**src/rtl/sdcmd_pkg.sv**
```systemverilog
`timescale 1ns/1ps
package sdcmd_pkg;

  typedef enum logic [2:0] {
    ST_IDLE,
    ST_SEND,
    ST_WAIT,
    ST_RECV,
    ST_CHECK,
    ST_TAIL
  } sdcmd_state_t;

  typedef struct packed {
    logic want;
    logic lng;
    logic skip;
    logic tail;
  } sdcmd_cfg_t;

  // one serial step of the x^7 + x^3 + 1 checksum
  function automatic logic [6:0] crc7_step(input logic [6:0] c, input logic b);
    logic fb;
    fb = c[6] ^ b;
    return {c[5:3], c[2] ^ fb, c[1:0], fb};
  endfunction

endpackage

```
**src/rtl/sdcmd_tx.sv**
```systemverilog
`timescale 1ns/1ps
module sdcmd_tx #(
  parameter int IDX_W = 6,
  parameter int ARG_W = 32
) (
  input  logic             clk,
  input  logic             rst_n,
  input  logic             load,
  input  logic             shift,
  input  logic             drive,
  input  logic [IDX_W-1:0] idx,
  input  logic [ARG_W-1:0] arg,
  output logic             cmd_out,
  output logic             cmd_oe
);
  import sdcmd_pkg::*;

  localparam int HDR_W   = IDX_W + ARG_W + 2;
  localparam int FRAME_W = HDR_W + 8;

  logic [HDR_W-1:0]   hdr;
  logic [6:0]         crc;
  logic [FRAME_W-1:0] sh_q, sh_n;

  always_comb begin
    hdr = {1'b0, 1'b1, idx, arg};
    crc = '0;
    for (int i = HDR_W - 1; i >= 0; i--) begin
      crc = crc7_step(crc, hdr[i]);
    end
  end

  always_comb begin
    sh_n = sh_q;
    if (load)       sh_n = {hdr, crc, 1'b1};
    else if (shift) sh_n = {sh_q[FRAME_W-2:0], 1'b1};
  end

  always_ff @(posedge clk or negedge rst_n) begin
    if (!rst_n) sh_q <= '1;
    else        sh_q <= sh_n;
  end

  // launch on the falling edge, half a cycle ahead of the card's sampling edge
  always_ff @(negedge clk or negedge rst_n) begin
    if (!rst_n) begin
      cmd_oe  <= 1'b0;
      cmd_out <= 1'b1;
    end else begin
      cmd_oe  <= drive;
      cmd_out <= drive ? sh_q[FRAME_W-1] : 1'b1;
    end
  end

  AST_LOAD_NOT_SENDING: assert property (@(posedge clk) disable iff (!rst_n)
    load |-> !shift);

endmodule

```
**src/rtl/sdcmd_rx.sv**
```systemverilog
`timescale 1ns/1ps
module sdcmd_rx #(
  parameter int WORD_W  = 32,
  parameter int SHORT_W = 48
) (
  input  logic              clk,
  input  logic              rst_n,
  input  logic              clear,
  input  logic              take,
  input  logic              bit_in,
  input  logic              crc_en,
  input  logic              finish,
  input  logic              long_sel,
  input  logic              skip_crc,
  output logic [WORD_W-1:0] resp_w0,
  output logic [WORD_W-1:0] resp_w1,
  output logic [WORD_W-1:0] resp_w2,
  output logic [WORD_W-1:0] resp_w3,
  output logic              crc_err,
  output logic              end_err
);
  import sdcmd_pkg::*;

  localparam int BODY_W = 4 * WORD_W;

  logic [BODY_W-1:0]          rx_q, rx_n;
  logic [6:0]                 crc_q, crc_n;
  logic [3:0][WORD_W-1:0]     w_q, w_n;
  logic                       crc_err_n, end_err_n;

  always_comb begin
    rx_n      = rx_q;
    crc_n     = crc_q;
    w_n       = w_q;
    crc_err_n = crc_err;
    end_err_n = end_err;
    if (clear) begin
      rx_n      = '0;
      crc_n     = '0;
      w_n       = '0;
      crc_err_n = 1'b0;
      end_err_n = 1'b0;
    end else if (take) begin
      rx_n = {rx_q[BODY_W-2:0], bit_in};
      if (crc_en) crc_n = crc7_step(crc_q, bit_in);
    end else if (finish) begin
      if (long_sel) w_n = rx_q;
      else          w_n = {{(3*WORD_W){1'b0}}, rx_q[SHORT_W-9 -: WORD_W]};
      crc_err_n = !skip_crc && (crc_q != rx_q[7:1]);
      end_err_n = !rx_q[0];
    end
  end

  always_ff @(posedge clk or negedge rst_n) begin
    if (!rst_n) begin
      rx_q    <= '0;
      crc_q   <= '0;
      w_q     <= '0;
      crc_err <= 1'b0;
      end_err <= 1'b0;
    end else begin
      rx_q    <= rx_n;
      crc_q   <= crc_n;
      w_q     <= w_n;
      crc_err <= crc_err_n;
      end_err <= end_err_n;
    end
  end

  assign resp_w0 = w_q[0];
  assign resp_w1 = w_q[1];
  assign resp_w2 = w_q[2];
  assign resp_w3 = w_q[3];

  AST_CRC_FLAG_AT_CHECK: assert property (@(posedge clk) disable iff (!rst_n)
    $rose(crc_err) |-> $past(finish));
  AST_END_FLAG_AT_CHECK: assert property (@(posedge clk) disable iff (!rst_n)
    $rose(end_err) |-> $past(finish));

endmodule

```
**src/rtl/sdcmd_engine.sv**
```systemverilog
`timescale 1ns/1ps
module sdcmd_engine #(
  parameter int IDX_W    = 6,
  parameter int ARG_W    = 32,
  parameter int WORD_W   = 32,
  parameter int TMO_CYC  = 64,
  parameter int TAIL_CYC = 8
) (
  input  logic              clk,
  input  logic              rst_n,
  input  logic              start,
  input  logic [IDX_W-1:0]  cmd_idx,
  input  logic [ARG_W-1:0]  cmd_arg,
  input  logic              want_resp,
  input  logic              long_resp,
  input  logic              skip_crc,
  input  logic              add_tail,
  input  logic              free_clk,
  input  logic              cmd_in,
  output logic              cmd_out,
  output logic              cmd_oe,
  output logic              card_clk_en,
  output logic              busy,
  output logic              resp_timeout,
  output logic              resp_crc_err,
  output logic              resp_err,
  output logic [WORD_W-1:0] resp_w0,
  output logic [WORD_W-1:0] resp_w1,
  output logic [WORD_W-1:0] resp_w2,
  output logic [WORD_W-1:0] resp_w3
);
  import sdcmd_pkg::*;

  localparam int FRAME_W = IDX_W + ARG_W + 10;
  localparam int LONG_W  = 4 * WORD_W + 8;
  localparam int CNT_W   = $clog2(LONG_W);
  localparam int TMO_W   = $clog2(TMO_CYC);
  localparam logic [CNT_W-1:0] FR_LAST   = CNT_W'(FRAME_W - 1);
  localparam logic [CNT_W-1:0] LG_LAST   = CNT_W'(LONG_W - 1);
  localparam logic [CNT_W-1:0] TL_LAST   = CNT_W'(TAIL_CYC - 1);
  localparam logic [CNT_W-1:0] S_CRC_HI  = CNT_W'(FRAME_W - 9);
  localparam logic [CNT_W-1:0] L_CRC_LO  = CNT_W'(LONG_W - 4 * WORD_W);
  localparam logic [CNT_W-1:0] L_CRC_HI  = CNT_W'(LONG_W - 9);
  localparam logic [TMO_W-1:0] TMO_LAST  = TMO_W'(TMO_CYC - 1);

  sdcmd_state_t     st_q, st_n;
  logic [CNT_W-1:0] cnt_q, cnt_n;
  logic [TMO_W-1:0] tmo_q, tmo_n;
  sdcmd_cfg_t       cfg_q, cfg_n;
  logic             tof_q, tof_n;
  logic             accept, take, crc_en;
  logic [CNT_W-1:0] rx_last;

  assign accept  = (st_q == ST_IDLE) && start;
  assign rx_last = cfg_q.lng ? LG_LAST : FR_LAST;

  always_comb begin
    st_n  = st_q;
    cnt_n = cnt_q;
    tmo_n = tmo_q;
    cfg_n = cfg_q;
    tof_n = tof_q;
    case (st_q)
      ST_IDLE: if (start) begin
        st_n       = ST_SEND;
        cnt_n      = '0;
        tof_n      = 1'b0;
        cfg_n.want = want_resp;
        cfg_n.lng  = long_resp;
        cfg_n.skip = skip_crc;
        cfg_n.tail = add_tail;
      end
      ST_SEND: if (cnt_q == FR_LAST) begin
        cnt_n = '0;
        tmo_n = '0;
        if (cfg_q.want)      st_n = ST_WAIT;
        else if (cfg_q.tail) st_n = ST_TAIL;
        else                 st_n = ST_IDLE;
      end else begin
        cnt_n = cnt_q + 1'b1;
      end
      ST_WAIT: if (!cmd_in) begin
        st_n  = ST_RECV;
        cnt_n = CNT_W'(1);
      end else if (tmo_q == TMO_LAST) begin
        tof_n = 1'b1;
        cnt_n = '0;
        st_n  = cfg_q.tail ? ST_TAIL : ST_IDLE;
      end else begin
        tmo_n = tmo_q + 1'b1;
      end
      ST_RECV: if (cnt_q == rx_last) st_n = ST_CHECK;
               else                  cnt_n = cnt_q + 1'b1;
      ST_CHECK: begin
        cnt_n = '0;
        st_n  = cfg_q.tail ? ST_TAIL : ST_IDLE;
      end
      ST_TAIL: if (cnt_q == TL_LAST) st_n = ST_IDLE;
               else                  cnt_n = cnt_q + 1'b1;
      default: st_n = ST_IDLE;
    endcase
  end

  always_ff @(posedge clk or negedge rst_n) begin
    if (!rst_n) begin
      st_q  <= ST_IDLE;
      cnt_q <= '0;
      tmo_q <= '0;
      cfg_q <= '0;
      tof_q <= 1'b0;
    end else begin
      st_q  <= st_n;
      cnt_q <= cnt_n;
      tmo_q <= tmo_n;
      cfg_q <= cfg_n;
      tof_q <= tof_n;
    end
  end

  assign take   = ((st_q == ST_WAIT) && !cmd_in) || (st_q == ST_RECV);
  assign crc_en = (st_q == ST_RECV) &&
                  (cfg_q.lng ? (cnt_q >= L_CRC_LO && cnt_q <= L_CRC_HI)
                             : (cnt_q <= S_CRC_HI));

  assign busy         = (st_q != ST_IDLE);
  assign card_clk_en  = busy || free_clk;
  assign resp_timeout = tof_q;

  sdcmd_tx #(.IDX_W(IDX_W), .ARG_W(ARG_W)) u_tx (
    .clk     (clk),
    .rst_n   (rst_n),
    .load    (accept),
    .shift   (st_q == ST_SEND),
    .drive   (st_q == ST_SEND),
    .idx     (cmd_idx),
    .arg     (cmd_arg),
    .cmd_out (cmd_out),
    .cmd_oe  (cmd_oe)
  );

  sdcmd_rx #(.WORD_W(WORD_W), .SHORT_W(FRAME_W)) u_rx (
    .clk      (clk),
    .rst_n    (rst_n),
    .clear    (accept),
    .take     (take),
    .bit_in   (cmd_in),
    .crc_en   (crc_en),
    .finish   (st_q == ST_CHECK),
    .long_sel (cfg_q.lng),
    .skip_crc (cfg_q.skip),
    .resp_w0  (resp_w0),
    .resp_w1  (resp_w1),
    .resp_w2  (resp_w2),
    .resp_w3  (resp_w3),
    .crc_err  (resp_crc_err),
    .end_err  (resp_err)
  );

  AST_DRIVE_ONLY_BUSY: assert property (@(posedge clk) disable iff (!rst_n)
    cmd_oe |-> busy);
  AST_TIMEOUT_EXCLUSIVE: assert property (@(posedge clk) disable iff (!rst_n)
    resp_timeout |-> !(resp_crc_err || resp_err));
  AST_TIMEOUT_FROM_WAIT: assert property (@(posedge clk) disable iff (!rst_n)
    $rose(resp_timeout) |-> ($past(st_q) == ST_WAIT));
  AST_BUSY_START_IGNORED: assert property (@(posedge clk) disable iff (!rst_n)
    (start && busy) |=> $stable(cfg_q));
  AST_TAIL_RELEASED: assert property (@(posedge clk) disable iff (!rst_n)
    (st_q == ST_TAIL) |-> (!cmd_oe && card_clk_en));
  AST_IDLE_CLK_FOLLOWS: assert property (@(posedge clk) disable iff (!rst_n)
    (!busy && !free_clk) |-> !card_clk_en);

endmodule

```
**config.mk**
```make
export PLATFORM = sky130hd
export DESIGN_NAME = sdcmd_engine
export DESIGN_NICKNAME = d
export VERILOG_FILES = /design/src/rtl/sdcmd_pkg.sv /design/src/rtl/sdcmd_tx.sv /design/src/rtl/sdcmd_rx.sv /design/src/rtl/sdcmd_engine.sv
export SDC_FILE = /design/constraint.sdc
export NUM_CORES = 1
export LEC_CHECK = 0
export CAP_MARGIN = 5
export CORE_UTILIZATION = 40
export DETAILED_ROUTE_END_ITERATION = 8
export DONT_BUFFER_PORTS = 1
export GPL_TIMING_DRIVEN = 0
export PLACE_DENSITY = 0.51
export SETUP_SLACK_MARGIN = 0.1
export SLEW_MARGIN = 20
export SYNTH_ARGS = -nofsm -noshare
export SYNTH_HDL_FRONTEND = slang
export SYNTH_HIERARCHICAL = 1
export SYNTH_SLANG_ARGS = --single-unit
```
**constraint.sdc**
```tcl
create_clock -name clk -period 5.7 [get_ports clk]
set_clock_uncertainty 0.2 [all_clocks]
set_input_delay 0.285 -clock clk [delete_from_list [all_inputs] [get_ports clk]]
set_output_delay 0.285 -clock clk [all_outputs]
set_load 0.005 [all_outputs]
```
==> reports/metrics.cfg <==
[outcome]
status = finished with violations
violations = negative hold slack

[cells_and_area]
diodes = 0
fin_area_mm2 = 0.01738
utilization = 0.4724
area_growth_pct = 15.41
fin_nets = 1430
layout-drive-gt1-share = 0.1257

[place]
port_buffers = 0
dpl.hpwl_mm = 23.83
gp_congestion = 0.8062
place_area_mm2 = 0.01564

[detailed_routing]
dr.pass1.iters = 4
drcViolationCount = 0
final_antenna_net_count = 0
vias = 9800
viasPerCell = 5.224
wire_per_inst_um = 19.33
drt_iter0_markers = 547
detail_route.wirelength_mm = 36.27

[floorplan]
die_h_um = 196.0
die_area_mm2 = 0.03842
start_util = 0.4093
io-pin-count = 182
rows = 70
die_x_um = 196.0
core_mm2 = 0.03679

[worst_setup_path]
cpLargestDelayFamily = simple AND/OR/NAND/NOR gates
cp.required_ns = 3.13
crit_buf_inv = 1
cp_max_fo = 10
worstPathCellList = clkbuf_1 -> nor3b_1 -> nand2b_1
setup.worst_path.class = reg -> reg
cp_slowest_cell = nor3b_1
slowest_delay_ns = 0.88
cp-end-kind = register
startpoint_type = register
regToRegSetupSlack_ns = 0.91
cp_data_arrival_time_ns = 2.22

[timing]
grt_setup_unrepaired = no
finalSetupViolations = 0
tightest_slew_ns = 1.015
hold_viol = 334
slew-limit-headroom = 0.3217
drv_slew = 0
fin_tns_setup_ns = 0
hold_ws_ns = -0.7624

[global_routing]
grt_use_total = 0.1926
grt_max_degree = 337
grt_pass1_vias = 9943
antenna_found_initial = 0
overflow = 0
grt_first_pass_wirelength_mm = 58.08

[clock_network]
cts_buffers = 39
cts_max_level = 2
cts_hold_buf = 44
cts.clk_slew.worst_paths_ns = 0.05
root_buffer = clkbuf_16
postCtsSetupBuffers = 0
clockBufferDepth = 3
cts_sinks = 336
clk_latency_ns = 0.55
cts_tree = done
cts.repair.resized = 0

[min_path]
hp-class = in -> async

[pwr]
ir_drop_mv = 0.2222
leakage_nw = 7.984
cellPowerDensity_mw_per_mm2 = 457.1

[logic_synthesis]
synthFlopType = dfrtp_1
ys_warn_count = 6
synth_area_leaders = dfrtp_1 48%, mux2i_1 13%, dfstp_2 8.4%
synthesis.nets = 1345
synthCells = 1295
yosys.area.top_type = dfrtp_1
yosysTopAreaCellShare = 0.4770
synth_enable_flop_cells = 0
ys_seq_area_frac = 0.5624
synthArstFlopShare = 1.000
syn_area_per_cell_um2 = 11.63
synth_cell_types = 64
synth.cell_area_mm2 = 0.01506
synth_seq_cells = 336

[job]
drv_cap = 0

## per-layer routing
layer,GRT usage,share of wire,vias to the layer above
li1,-,-,4683
met1,0.2779,0.47,4900
met2,0.2865,0.45,168
met3,0.04573,0.055,49
met4,0.05874,0.021,0
met5,0,0,-
## synth_stat cells, types with 2 or more instances
master,number
a31oi_1,5
a21o_1,3
or4_4,2
xnor3_1,13
buf_2,27
nor2_1,146
a211oi_1,6
o21ai_1,55
xor3_2,2
xor2_1,14
buf_1,10
xnor3_2,2
o31ai_1,8
nor4bb_1,2
nand2_1,143
inv_1,7
nor2b_4,2
nor2b_1,5
a21oi_1,19
nor3_1,4
dfstp_2,48
nor4b_1,2
buf_4,12
and3_1,7
buf_6,8
clkbuf_1,30
mux2_2,3
and2_1,4
nor3b_1,2
xor3_1,2
o21ai_0,56
xnor2_2,3
ha_1,3
mux2i_1,203
xnor2_1,34
a22o_1,74
dfrtp_1,287
nand3_1,10
nand2b_1,5
nand4_1,3
## layout by cell type (no fill, tap or decap), drive strengths merged, types with 3 or more instances in the layout
master	Yosys	final
inv	7	8
dfrtp	287	287
dlygate4sd3	0	44
a31oi	5	5
nand3	11	11
xor3	4	4
a22o	74	74
clkbuf	30	89
xor2	15	15
nor2	147	147
nor3	4	4
a211oi	6	6
xnor3	16	16
a21oi	19	19
dfstp	48	48
and2	4	4
a21o	3	3
buf	57	57
nand4	3	3
and3	7	7
nand2	143	143
ha	3	3
nor2b	7	7
o21ai	112	112
bufinv	0	3
mux2i	203	203
nand2b	5	5
o31ai	8	8
or4	3	3
xnor2	37	37
clkinv	1	6
mux2	3	3
## report_power, final
| group | total, mW | switching, mW | internal, mW | leakage, nW |
|---|---|---|---|---|
| clock network | 2.51 | 0.982 | 1.53 | 0.638 |
| logic | 2.40 | 1.32 | 1.08 | 2.85 |
| registers | 3.03 | 0.226 | 2.81 | 4.50 |
## cell families (layout without fill, tap and decap cells)
| logic type | after synthesis | in the layout | share of synthesized area |
|---|---|---|---|
| compound gates | 239 | 239 | 0.1047 |
| xor+xnor | 72 | 72 | 0.06307 |
| fa+ha+maj | 3 | 3 | 0.002493 |
| buf+inv | 95 | 208 | 0.03291 |
| flops | 336 | 336 | 0.5624 |
| mux | 206 | 206 | 0.1372 |
| simple gates | 344 | 344 | 0.09723 |
## through the flow
stage	setup slack [ns]	instances	total power [mW]
2_1_floorplan	1.483	1295	4.918
3_5_place_dp	0.8881	1763	5.459
5_1_grt	0.7733	1876	8.394
6_report	0.9115	1876	7.943
3_3_place_gp	0.9603	1763	5.441
4_1_cts	0.9173	1876	8.061
## worst register-to-register path, cell delays in order (launching register included)
cell      delay (ns)
dfrtp_1         0.42
clkbuf_1        0.26
nor3b_1         0.88
nand2b_1        0.13
## cell type report
| cell class | instances | area [um2] |
|---|---|---|
| buffer | 87 | 465.4 |
| tap | 468 | 585.6 |
| clock buffer | 59 | 1152 |
| sequential | 336 | 8468 |
| clock inverter | 11 | 146.4 |
| inverter | 7 | 26.28 |
| multi-input combinational | 864 | 6093 |
| fill | 3432 | 19410 |
| timing repair buffer | 44 | 440.4 |
## worst paths after layout
kind | from | end | cells past startpoint
worst max-delay path | st_q[1] | u_tx/cmd_out | 3
worst min-delay path | rst_n | u_rx/resp_w0[16] | 0
worst max register to register | st_q[1] | u_tx/cmd_out | 3
worst min register to register | cfg_q[1] | u_rx/crc_err | 1
max in group asynchronous | rst_n | u_tx/cmd_out | 0
min in group clk | cmd_arg[5] | u_tx/sh_q[6] | 4
## flip-flops by register name, indices dropped and copies added, names as in the netlist, 3 cells and up
signal and flops:
u_rx/rx_q 128, u_tx/sh_q 47, u_rx/resp_w0 32, u_rx/resp_w1 32
u_rx/resp_w2 32, u_rx/resp_w3 32, cnt_q 8, u_rx/crc_q 7
tmo_q 6, cfg_q 4, st_q 3
Note: power is estimated with default switching activity, not from simulation.
